--- src/rtl/disc_pkg.sv ---
package disc_pkg;

    localparam logic [15:0] DISC_VID  = 16'h0001;
    localparam logic [7:0]  DISC_TYPE = 8'h00;

    typedef struct packed {
        logic [15:0] vid;
        logic [7:0]  ptype;
    } proto_t;

    typedef enum logic [1:0] {
        ST_OK   = 2'd0,
        ST_XFER = 2'd1,
        ST_LEN  = 2'd2,
        ST_OVF  = 2'd3
    } status_e;

    typedef enum logic [1:0] {
        W_IDLE  = 2'd0,
        W_ISSUE = 2'd1,
        W_WAIT  = 2'd2
    } walk_e;

endpackage

--- src/rtl/disc_table.sv ---
module disc_table
    import disc_pkg::*;
#(
    parameter int N_ENTRIES = 8,
    parameter int CNT_W     = $clog2(N_ENTRIES + 1)
) (
    input  logic             clk,
    input  logic             rst_n,
    input  logic             clr,
    input  logic             wr_en,
    input  proto_t           wr_ent,
    input  proto_t           q_ent,
    output logic             q_hit,
    output logic [CNT_W-1:0] count
);

    typedef struct packed {
        proto_t [N_ENTRIES-1:0] ent;
        logic   [CNT_W-1:0]     cnt;
    } tbl_t;

    tbl_t tbl_d, tbl_q;
    logic [N_ENTRIES-1:0] match;

    always_comb begin
        tbl_d = tbl_q;
        if (clr) begin
            tbl_d.cnt = '0;
        end else if (wr_en && (tbl_q.cnt < CNT_W'(N_ENTRIES))) begin
            for (int i = 0; i < N_ENTRIES; i++) begin
                if (tbl_q.cnt == CNT_W'(i)) begin
                    tbl_d.ent[i] = wr_ent;
                end
            end
            tbl_d.cnt = tbl_q.cnt + CNT_W'(1);
        end
    end

    always_ff @(posedge clk) begin
        if (!rst_n) begin
            tbl_q <= '0;
        end else begin
            tbl_q <= tbl_d;
        end
    end

    // One comparator per slot; slots at or above the count never match.
    for (genvar i = 0; i < N_ENTRIES; i++) begin : g_cmp
        assign match[i] = (CNT_W'(i) < tbl_q.cnt) && (tbl_q.ent[i] == q_ent);
    end

    assign q_hit = |match;
    assign count = tbl_q.cnt;

endmodule

--- src/rtl/disc_walker.sv ---
module disc_walker
    import disc_pkg::*;
#(
    parameter int N_ENTRIES = 8,
    parameter int CNT_W     = $clog2(N_ENTRIES + 1),
    parameter int LEN_W     = 19
) (
    input  logic             clk,
    input  logic             rst_n,
    input  logic             start,
    input  logic             resp_done,
    input  logic             resp_ok,
    input  logic [LEN_W-1:0] resp_len,
    input  logic [31:0]      resp_data,
    input  logic [CNT_W-1:0] tbl_cnt,
    output logic             tbl_clr,
    output logic             tbl_wr,
    output proto_t           tbl_ent,
    output logic             req_start,
    output logic [31:0]      req_payload,
    output logic             busy,
    output logic             done,
    output logic [1:0]       status
);

    typedef struct packed {
        walk_e      st;
        logic [7:0] idx;
        logic       done;
        status_e    status;
    } walk_t;

    walk_t w_d, w_q;
    logic [7:0] nxt_idx;
    logic       last_slot;

    assign nxt_idx   = resp_data[31:24];
    assign last_slot = (tbl_cnt == CNT_W'(N_ENTRIES - 1));
    assign tbl_ent   = '{vid: resp_data[15:0], ptype: resp_data[23:16]};

    always_comb begin
        w_d      = w_q;
        w_d.done = 1'b0;
        tbl_clr  = 1'b0;
        tbl_wr   = 1'b0;
        unique case (w_q.st)
            W_IDLE: begin
                if (start) begin
                    w_d.st     = W_ISSUE;
                    w_d.idx    = 8'h00;
                    w_d.status = ST_OK;
                    tbl_clr    = 1'b1;
                end
            end
            W_ISSUE: begin
                w_d.st = W_WAIT;
            end
            W_WAIT: begin
                if (resp_done) begin
                    if (!resp_ok) begin
                        w_d.st     = W_IDLE;
                        w_d.status = ST_XFER;
                        w_d.done   = 1'b1;
                    end else if (resp_len != LEN_W'(1)) begin
                        w_d.st     = W_IDLE;
                        w_d.status = ST_LEN;
                        w_d.done   = 1'b1;
                    end else begin
                        tbl_wr = 1'b1;
                        if (nxt_idx == 8'h00) begin
                            w_d.st     = W_IDLE;
                            w_d.status = ST_OK;
                            w_d.done   = 1'b1;
                        end else if (last_slot) begin
                            w_d.st     = W_IDLE;
                            w_d.status = ST_OVF;
                            w_d.done   = 1'b1;
                        end else begin
                            w_d.st  = W_ISSUE;
                            w_d.idx = nxt_idx;
                        end
                    end
                end
            end
            default: w_d.st = W_IDLE;
        endcase
    end

    always_ff @(posedge clk) begin
        if (!rst_n) begin
            w_q <= '{st: W_IDLE, idx: 8'h00, done: 1'b0, status: ST_OK};
        end else begin
            w_q <= w_d;
        end
    end

    assign req_start   = (w_q.st == W_ISSUE);
    assign req_payload = {24'h000000, w_q.idx};
    assign busy        = (w_q.st != W_IDLE);
    assign done        = w_q.done;
    assign status      = w_q.status;

endmodule

--- src/rtl/disc_enum.sv ---
module disc_enum
    import disc_pkg::*;
#(
    parameter int N_ENTRIES = 8,
    parameter int LEN_W     = 19,
    localparam int CNT_W    = $clog2(N_ENTRIES + 1)
) (
    input  logic             clk,
    input  logic             rst_n,
    input  logic             en_start,
    output logic             en_busy,
    output logic             en_done,
    output logic [1:0]       en_status,
    output logic [CNT_W-1:0] en_count,
    output logic             rq_start,
    output logic [15:0]      rq_vendor,
    output logic [7:0]       rq_type,
    output logic [31:0]      rq_payload,
    input  logic             rq_done,
    input  logic             rq_ok,
    input  logic [LEN_W-1:0] rq_resp_len,
    input  logic [31:0]      rq_resp_data,
    input  logic             q_valid,
    input  logic [15:0]      q_vid,
    input  logic [7:0]       q_type,
    output logic             q_hit,
    output logic             q_pass,
    output logic             q_inval
);

    logic   tbl_clr, tbl_wr, tbl_hit, disc_hit;
    proto_t tbl_ent;

    disc_walker #(
        .N_ENTRIES (N_ENTRIES),
        .CNT_W     (CNT_W),
        .LEN_W     (LEN_W)
    ) u_walker (
        .clk         (clk),
        .rst_n       (rst_n),
        .start       (en_start),
        .resp_done   (rq_done),
        .resp_ok     (rq_ok),
        .resp_len    (rq_resp_len),
        .resp_data   (rq_resp_data),
        .tbl_cnt     (en_count),
        .tbl_clr     (tbl_clr),
        .tbl_wr      (tbl_wr),
        .tbl_ent     (tbl_ent),
        .req_start   (rq_start),
        .req_payload (rq_payload),
        .busy        (en_busy),
        .done        (en_done),
        .status      (en_status)
    );

    disc_table #(
        .N_ENTRIES (N_ENTRIES),
        .CNT_W     (CNT_W)
    ) u_table (
        .clk    (clk),
        .rst_n  (rst_n),
        .clr    (tbl_clr),
        .wr_en  (tbl_wr),
        .wr_ent (tbl_ent),
        .q_ent  ('{vid: q_vid, ptype: q_type}),
        .q_hit  (tbl_hit),
        .count  (en_count)
    );

    assign rq_vendor = DISC_VID;
    assign rq_type   = DISC_TYPE;

    // Discovery support is built in and never depends on the table.
    assign disc_hit = (q_vid == DISC_VID) && (q_type == DISC_TYPE);
    assign q_hit    = disc_hit || tbl_hit;
    assign q_pass   = q_valid && q_hit;
    assign q_inval  = q_valid && !q_hit;

endmodule

--- config.mk ---
export PLATFORM = sky130hd
export DESIGN_NAME = disc_enum
export DESIGN_NICKNAME = d
export VERILOG_FILES = /design/src/rtl/disc_pkg.sv /design/src/rtl/disc_table.sv /design/src/rtl/disc_walker.sv /design/src/rtl/disc_enum.sv
export SDC_FILE = /design/constraint.sdc
export NUM_CORES = 1
export LEC_CHECK = 0
export BUFFER_PORTS_ARGS = -buffer_cell sky130_fd_sc_hd__buf_2
export CORE_ASPECT_RATIO = 1.1
export CORE_MARGIN = 4
export CORE_UTILIZATION = 63
export CTS_CLUSTER_SIZE = 40
export DETAILED_ROUTE_END_ITERATION = 6
export MAX_ROUTING_LAYER = met4
export PLACE_DENSITY = 0.86
export SYNTH_ARGS = -nofsm -noshare
export SYNTH_HDL_FRONTEND = slang
export SYNTH_SLANG_ARGS = --single-unit
--- constraint.sdc ---
create_clock -name clk -period 3.5 [get_ports clk]
set_input_delay 0.525 -clock clk [delete_from_list [all_inputs] [get_ports clk]]
set_output_delay 0.525 -clock clk [all_outputs]
set_load 0.01 [all_outputs]
Word level (Yosys, flattened, before mapping)
Index checks and enable logic that the tools add are counted.

Bits in registers: 209. Input bits: 81. Output and inout port bits: 68. Word-level logic and storage cells: 117.

Add/subtract/negate cells: 1. Order comparisons: 9. Equal/unequal tests: 26. Mux-type cells: 24. Bitwise operators: 2. Reduce and logical (&&, ||, !) cells: 34.

Operator list (number): == test 24 bit (8); 2-to-1 mux 8 bit (4); AND reduction 3 bit (9); inequality test 19 x 1 -> 1 bit, second input constant (1); == test 16 x 1 -> 1 bit, second input constant (1); == test 4 x 3 -> 1 bit, second input constant (4); zero test 8 bit (2); less-than comparator 3 x 4 -> 1 bit, first input constant (4); case mux 8 bit (2 select lines) (1); 2-to-1 mux 13 bit (1); logical AND 1 bit (12); 2-to-1 mux 3 bit (4); inequality test 2 bit, second input constant (6); 2-to-1 mux 10 bit (1); == test 4 x 2 -> 1 bit, second input constant (2); less-than comparator 1 x 4 -> 1 bit, first input constant (2); less-than comparator 2 x 4 -> 1 bit, first input constant (2); 2-to-1 mux 2 bit (4); OR reduction 8 bit (1); 2-to-1 mux 1 bit (7); AND reduction 7 bit (1); case mux 2 bit (3 select lines) (1); inequality test 5 x 2 -> 1 bit, second input constant (1); adder 4 x 1 -> 4 bit, second input constant (1); other kinds (14) (16).

Logic depth before layout (Yosys ltp)
Depth in word-level cells: 7. Depth in mapped cells: 9.

Hierarchy
A second synthesis with hierarchy kept.

Cells, all modules: 1306. Area total of the unflattened synthesis: 11242.0 µm².

Modules (own cells, without submodules): disc_table (instances 1, cells each 1141, area each 9831.9 µm², seq. area each 3923.8 µm²); disc_walker (instances 1, cells each 125, area each 1108.6 µm², seq. area each 260.2 µm²); disc_enum (instances 1, cells each 40, area each 301.5 µm², seq. area each 0.0 µm²).

Worst setup path before layout
No wires, ideal clock.

Kind: input-to-output. Start: in q_vid[14]. End: out q_hit. Data arrival time: 1939 ps. Path slack: 1036 ps. Stages: 7. Path buffers: 1. Cells stage by stage: buf_2 > xor2_1 > nor4_1 > nand3_1 > nor4_1 > or4_1 > or2_2.

Cells in the longest elaborated chain, start to end: 4. Elaborated cells between the ends (all ways): 20.

Ends and longest elaborated chain: start: declaration (line disc_enum.sv:24) `input logic [15:0] q_vid,`; == test 24 bit (line disc_table.sv:49) `assign match[i] = (CNT_W'(i) < tbl_q.cnt) && (tbl_q.ent[i] == q_ent);`; logical AND 1 bit (line disc_table.sv:49); OR reduction 8 bit (line disc_table.sv:52) `assign q_hit = |match;`; logical OR 1 bit (*) (line disc_enum.sv:76) `assign q_hit = disc_hit || tbl_hit;`; end: declaration (line disc_enum.sv:26) `output logic q_hit,`.

Every way passes the cells marked *; elsewhere a longest branch is shown, timed or not.

Final worst setup path
Start: reg u_table.tbl_q, in the netlist u_table.count[1]. End: out q_hit.

Cells in the longest elaborated chain, start to end: 4. Elaborated cells between the ends (all ways): 18.

Ends and longest elaborated chain: start: declaration (line disc_table.sv:22) `tbl_t tbl_d, tbl_q;`; start signal: assignment (line disc_table.sv:43) `tbl_q <= tbl_d;`; less-than comparator 1 x 4 -> 1 bit (tied with other cells) (line disc_table.sv:49); logical AND 1 bit (line disc_table.sv:49); OR reduction 8 bit (*) (line disc_table.sv:52); logical OR 1 bit (*) (line disc_enum.sv:76).

Marks and branches as above.

==> out/summary.log <==
qor: synthesis.dominantRegCellSynth sky130_fd_sc_hd__dfxtp_1
qor: critical_path.slowest_delay 0.48 ns
qor: sta.slew_violations 0
qor: sta.final-setup-viol-count 0
qor: global_route.wire_length_of_the_first_global_routing_pass 54.15 mm
qor: route.route.detailed.vias_per_inst 5.955
qor: cts.number_of_buffers_inserted_to_repair_setup_after_cts 0
qor: outcome.outcome completed
qor: die.site_row_count 52
qor: die.die_area 20910 um^2
qor: die.fp.dieH 151.3 um
qor: cts.cts_num_sinks 209
qor: place.routabilityCongestion 1.019
qor: worst_hold_path.timing.hold.worst.class input port to flip-flop
qor: die.core_region_area 18350 um^2
qor: final_layout.post_route_cells_drive_above_1_share 0.2144
qor: global_route.gr-usage-met3 0.04136
qor: route.violation_count_after_the_first_detailed_route_iteration 1082
qor: synthesis.number_of_enable_flip_flop_cells_after_synthesis 0
qor: final_layout.fillerInstances 1483
qor: global_route.first_global_vias 9343
qor: worst_hold_path.timing.hold.worst.start rq_resp_data[27]
qor: sta.slew_headroom 0.4127
qor: critical_path.regToRegStartpoint u_table.count[3]$_SDFFE_PP0P_
qor: sta.period_share 0.9761
qor: global_route.globalRoute.totalOverflow 0
qor: route.drt.antenna.violating_nets 0
qor: run.maxCapViolCount 0
qor: global_route.grt.met1_usage 0.4267
qor: critical_path.worst_path_fanout_max 9
qor: synthesis.netlist.area_leader.share 0.3560
qor: place.dp_hpwl 24.83 mm
qor: die.boundaryPins 149
qor: sta.finalWorstPathRequiredPeriod 3.416 ns
qor: final_layout.antenna-diode-count 0
qor: cts.cts-hold-fix-buffers 0
qor: power_and_ir_drop.finalPower 5.249 mW
qor: cts.clock_tree.buffer_depth 3
qor: route.total_iterations_of_the_first_detailed_routing_run 5
qor: critical_path.timing.critical_path.max_delay_family simple AND/OR/NAND/NOR gates
qor: sta.timing.final.hold_violations 0
qor: sta.max_clock_freq 292.7 MHz
qor: die.fp.dieW 138.2 um
qor: synthesis.ys_warn_count 0
qor: critical_path.worstSetupPathType flip-flop to output pin
qor: global_route.globalRoute.busiestLayer met2
qor: critical_path.timing.critical_path.to_type output pin
qor: synthesis.gate_count_post_synth 1351
qor: place.io_buffers 100
qor: global_route.antenna_found_initial 0
qor: sta.grt_setup_unrepaired false
qor: global_route.global_router_s_overall_resource_usage 0.3413
qor: sta.setup_total_negative_slack 0 ns
qor: synthesis.post_synthesis_sequential_element_count 209
qor: cts.clkSlewWorstSetupHoldPaths 0.06 ns
qor: cts.cts_tree built
qor: power_and_ir_drop.leakage 4.491 nW
qor: synthesis.syn_area 11750 um^2
qor: route.route.detailed.wl_per_inst 22.01 um
qor: place.dpl.cell_count 1588
qor: global_route.pin_count_of_the_biggest_net_entering_global_routing 96
qor: route.routed-via-count 9694
qor: power_and_ir_drop.p_per_area 425.2 nW/um^2
qor: critical_path.setup.worst_path.start u_table.count[1]$_SDFFE_PP0P_
qor: cts.cts.htree.levels 1
qor: final_layout.stdcell_count 1628
qor: route.drt_drc_violations_left 0
qor: sta.timing.clock.skew 0.01892 ns
qor: synthesis.synth.distinct_cells 53
qor: synthesis.post_synth_main_area_contributors sky130_fd_sc_hd__dfxtp_1 (36%), sky130_fd_sc_hd__nand2_1 (12%), sky130_fd_sc_hd__xor2_1 (7.8%)
qor: sta.worst-slew-pin-transition 0.8743 ns
qor: cts.insertion_delay 0.52 ns
qor: critical_path.cp_num_buf_inv 2
qor: critical_path.startpoint_type flip-flop
qor: final_layout.nNetsFinal 1455
qor: final_layout.layout_commonest_cell sky130_fd_sc_hd__nand2_1
qor: synthesis.post_synth.cell_area_avg 8.699 um^2
qor: synthesis.seq_total_area_yosys 0.3560
qor: synthesis.synth-async-reset-ratio 0
qor: cts.post_cts.resized_instances 0
qor: route.wl 35.84 mm
qor: global_route.use_met2 0.5559
qor: critical_path.worst-endpoint-required 2.97 ns
qor: final_layout.most-common-layout-cells sky130_fd_sc_hd__nand2_1 (365), sky130_fd_sc_hd__dfxtp_1 (209), sky130_fd_sc_hd__xor2_1 (104)
qor: critical_path.crit_path_cell_trace inv_1, ha_1, nor2b_1, o2111ai_1, nor4_1, a22o_1, or4_1, or2_2, buf_2
qor: final_layout.layout-area-overhead-vs-synth 5.046%
qor: synthesis.synthDominantAreaCellType sky130_fd_sc_hd__dfxtp_1
qor: cts.clk_root_buffer_cell sky130_fd_sc_hd__clkbuf_16
qor: power_and_ir_drop.vdd.ir_drop.worst 319.4 uV
qor: critical_path.critPathSlowestCell sky130_fd_sc_hd__or4_1
qor: critical_path.crit_arrival 2.89 ns
qor: cts.numCtsBuffers 24
qor: die.start_util 0.6405
==> flip-flops by register name, indices dropped and copies added, names as in the netlist <==
name                  flops
u_walker.done             1
u_table.count             4
u_walker.req_payload      8
u_table.tbl_q           192
u_walker.w_q              2
u_walker.status           2
==> cell usage after synthesis (4+ instances only) <==
| master | count |
|---|---|
| sky130_fd_sc_hd__nand4_1 | 23 |
| sky130_fd_sc_hd__a21boi_0 | 60 |
| sky130_fd_sc_hd__nor4_1 | 39 |
| sky130_fd_sc_hd__xnor2_1 | 90 |
| sky130_fd_sc_hd__buf_8 | 4 |
| sky130_fd_sc_hd__nor2_1 | 14 |
| sky130_fd_sc_hd__nand2_1 | 365 |
| sky130_fd_sc_hd__a21boi_1 | 60 |
| sky130_fd_sc_hd__nor3_1 | 9 |
| sky130_fd_sc_hd__a21oi_1 | 4 |
| sky130_fd_sc_hd__clkbuf_1 | 37 |
| sky130_fd_sc_hd__xor2_1 | 104 |
| sky130_fd_sc_hd__buf_4 | 78 |
| sky130_fd_sc_hd__dfxtp_1 | 209 |
| sky130_fd_sc_hd__nand3_1 | 19 |
| sky130_fd_sc_hd__buf_2 | 31 |
| sky130_fd_sc_hd__and2_1 | 4 |
| sky130_fd_sc_hd__a21boi_2 | 80 |
| sky130_fd_sc_hd__nand2_2 | 42 |
| sky130_fd_sc_hd__buf_12 | 13 |
| sky130_fd_sc_hd__buf_6 | 10 |
| sky130_fd_sc_hd__and3_1 | 6 |
==> metal layers <==
layer  part of all wire  up-vias
met1               0.40     4665
met4              0.052        0
met5                  0        -
met2               0.46      583
li1                   -     4334
met3              0.088      112
==> kinds of logic after synthesis <==
logic type / count (synthesis) / synth area share
compound gates: 218 / 0.1643
buf+inv: 177 / 0.1138
xor+xnor: 194 / 0.1446
flops: 209 / 0.3560
other cells: 2 / 0.0006390
mux: 1 / 0.0008517
simple gates: 547 / 0.2167
fa+ha+maj: 3 / 0.003194
==> cell type report <==
cell class	count	area (um^2)	share of cell area
tap	243	304.0	0.02463
inverter	3	11.26	0.0009121
clock buffer	31	688.2	0.05574
timing repair buffer	122	680.7	0.05513
clock inverter	9	73.82	0.005980
multi-input combinational	1011	6404	0.5187
sequential	209	4184	0.3389
==> power by group <==
group          switching, mW  total, mW  internal [mW]
Clock                  0.997       2.45           1.45
Combinational          0.273      0.421          0.148
Sequential           0.00212       2.38           2.38
==> worst reg2reg max path, delay by kind of cell (launching register included) <==
family          cells  cell delay, ns
simple gates        4            1.13
flops               1            0.45
compound gates      1            0.20
buf+inv             1            0.38
==> path summary, 6_finish.rpt <==
path,end,slack (ns),depth (start not counted)
max,q_hit,0.08,9
min,u_walker.req_payload[3]$_SDFFE_PN0P_,0.27,3
max reg2reg,u_table.tbl_q[27]$_SDFFE_PN0P_,1.24,6
min reg2reg,u_table.tbl_q[151]$_SDFFE_PN0P_,0.46,2
==> stage by stage <==
step	util	hold WS, ns	setup WS [ns]	area (um^2)
finish	0.6729	0.2683	0.08364	12350
global route	0.6729	0.2799	0.03196	12350
CTS	0.6729	0.2657	0.1136	12350
detailed placement	0.6313	0.4534	0.5473	11580
global placement	0.6313	0.4488	0.5331	11580
floorplan	-	0.4424	1.036	11930
Note: power is estimated with default switching activity, not from simulation.
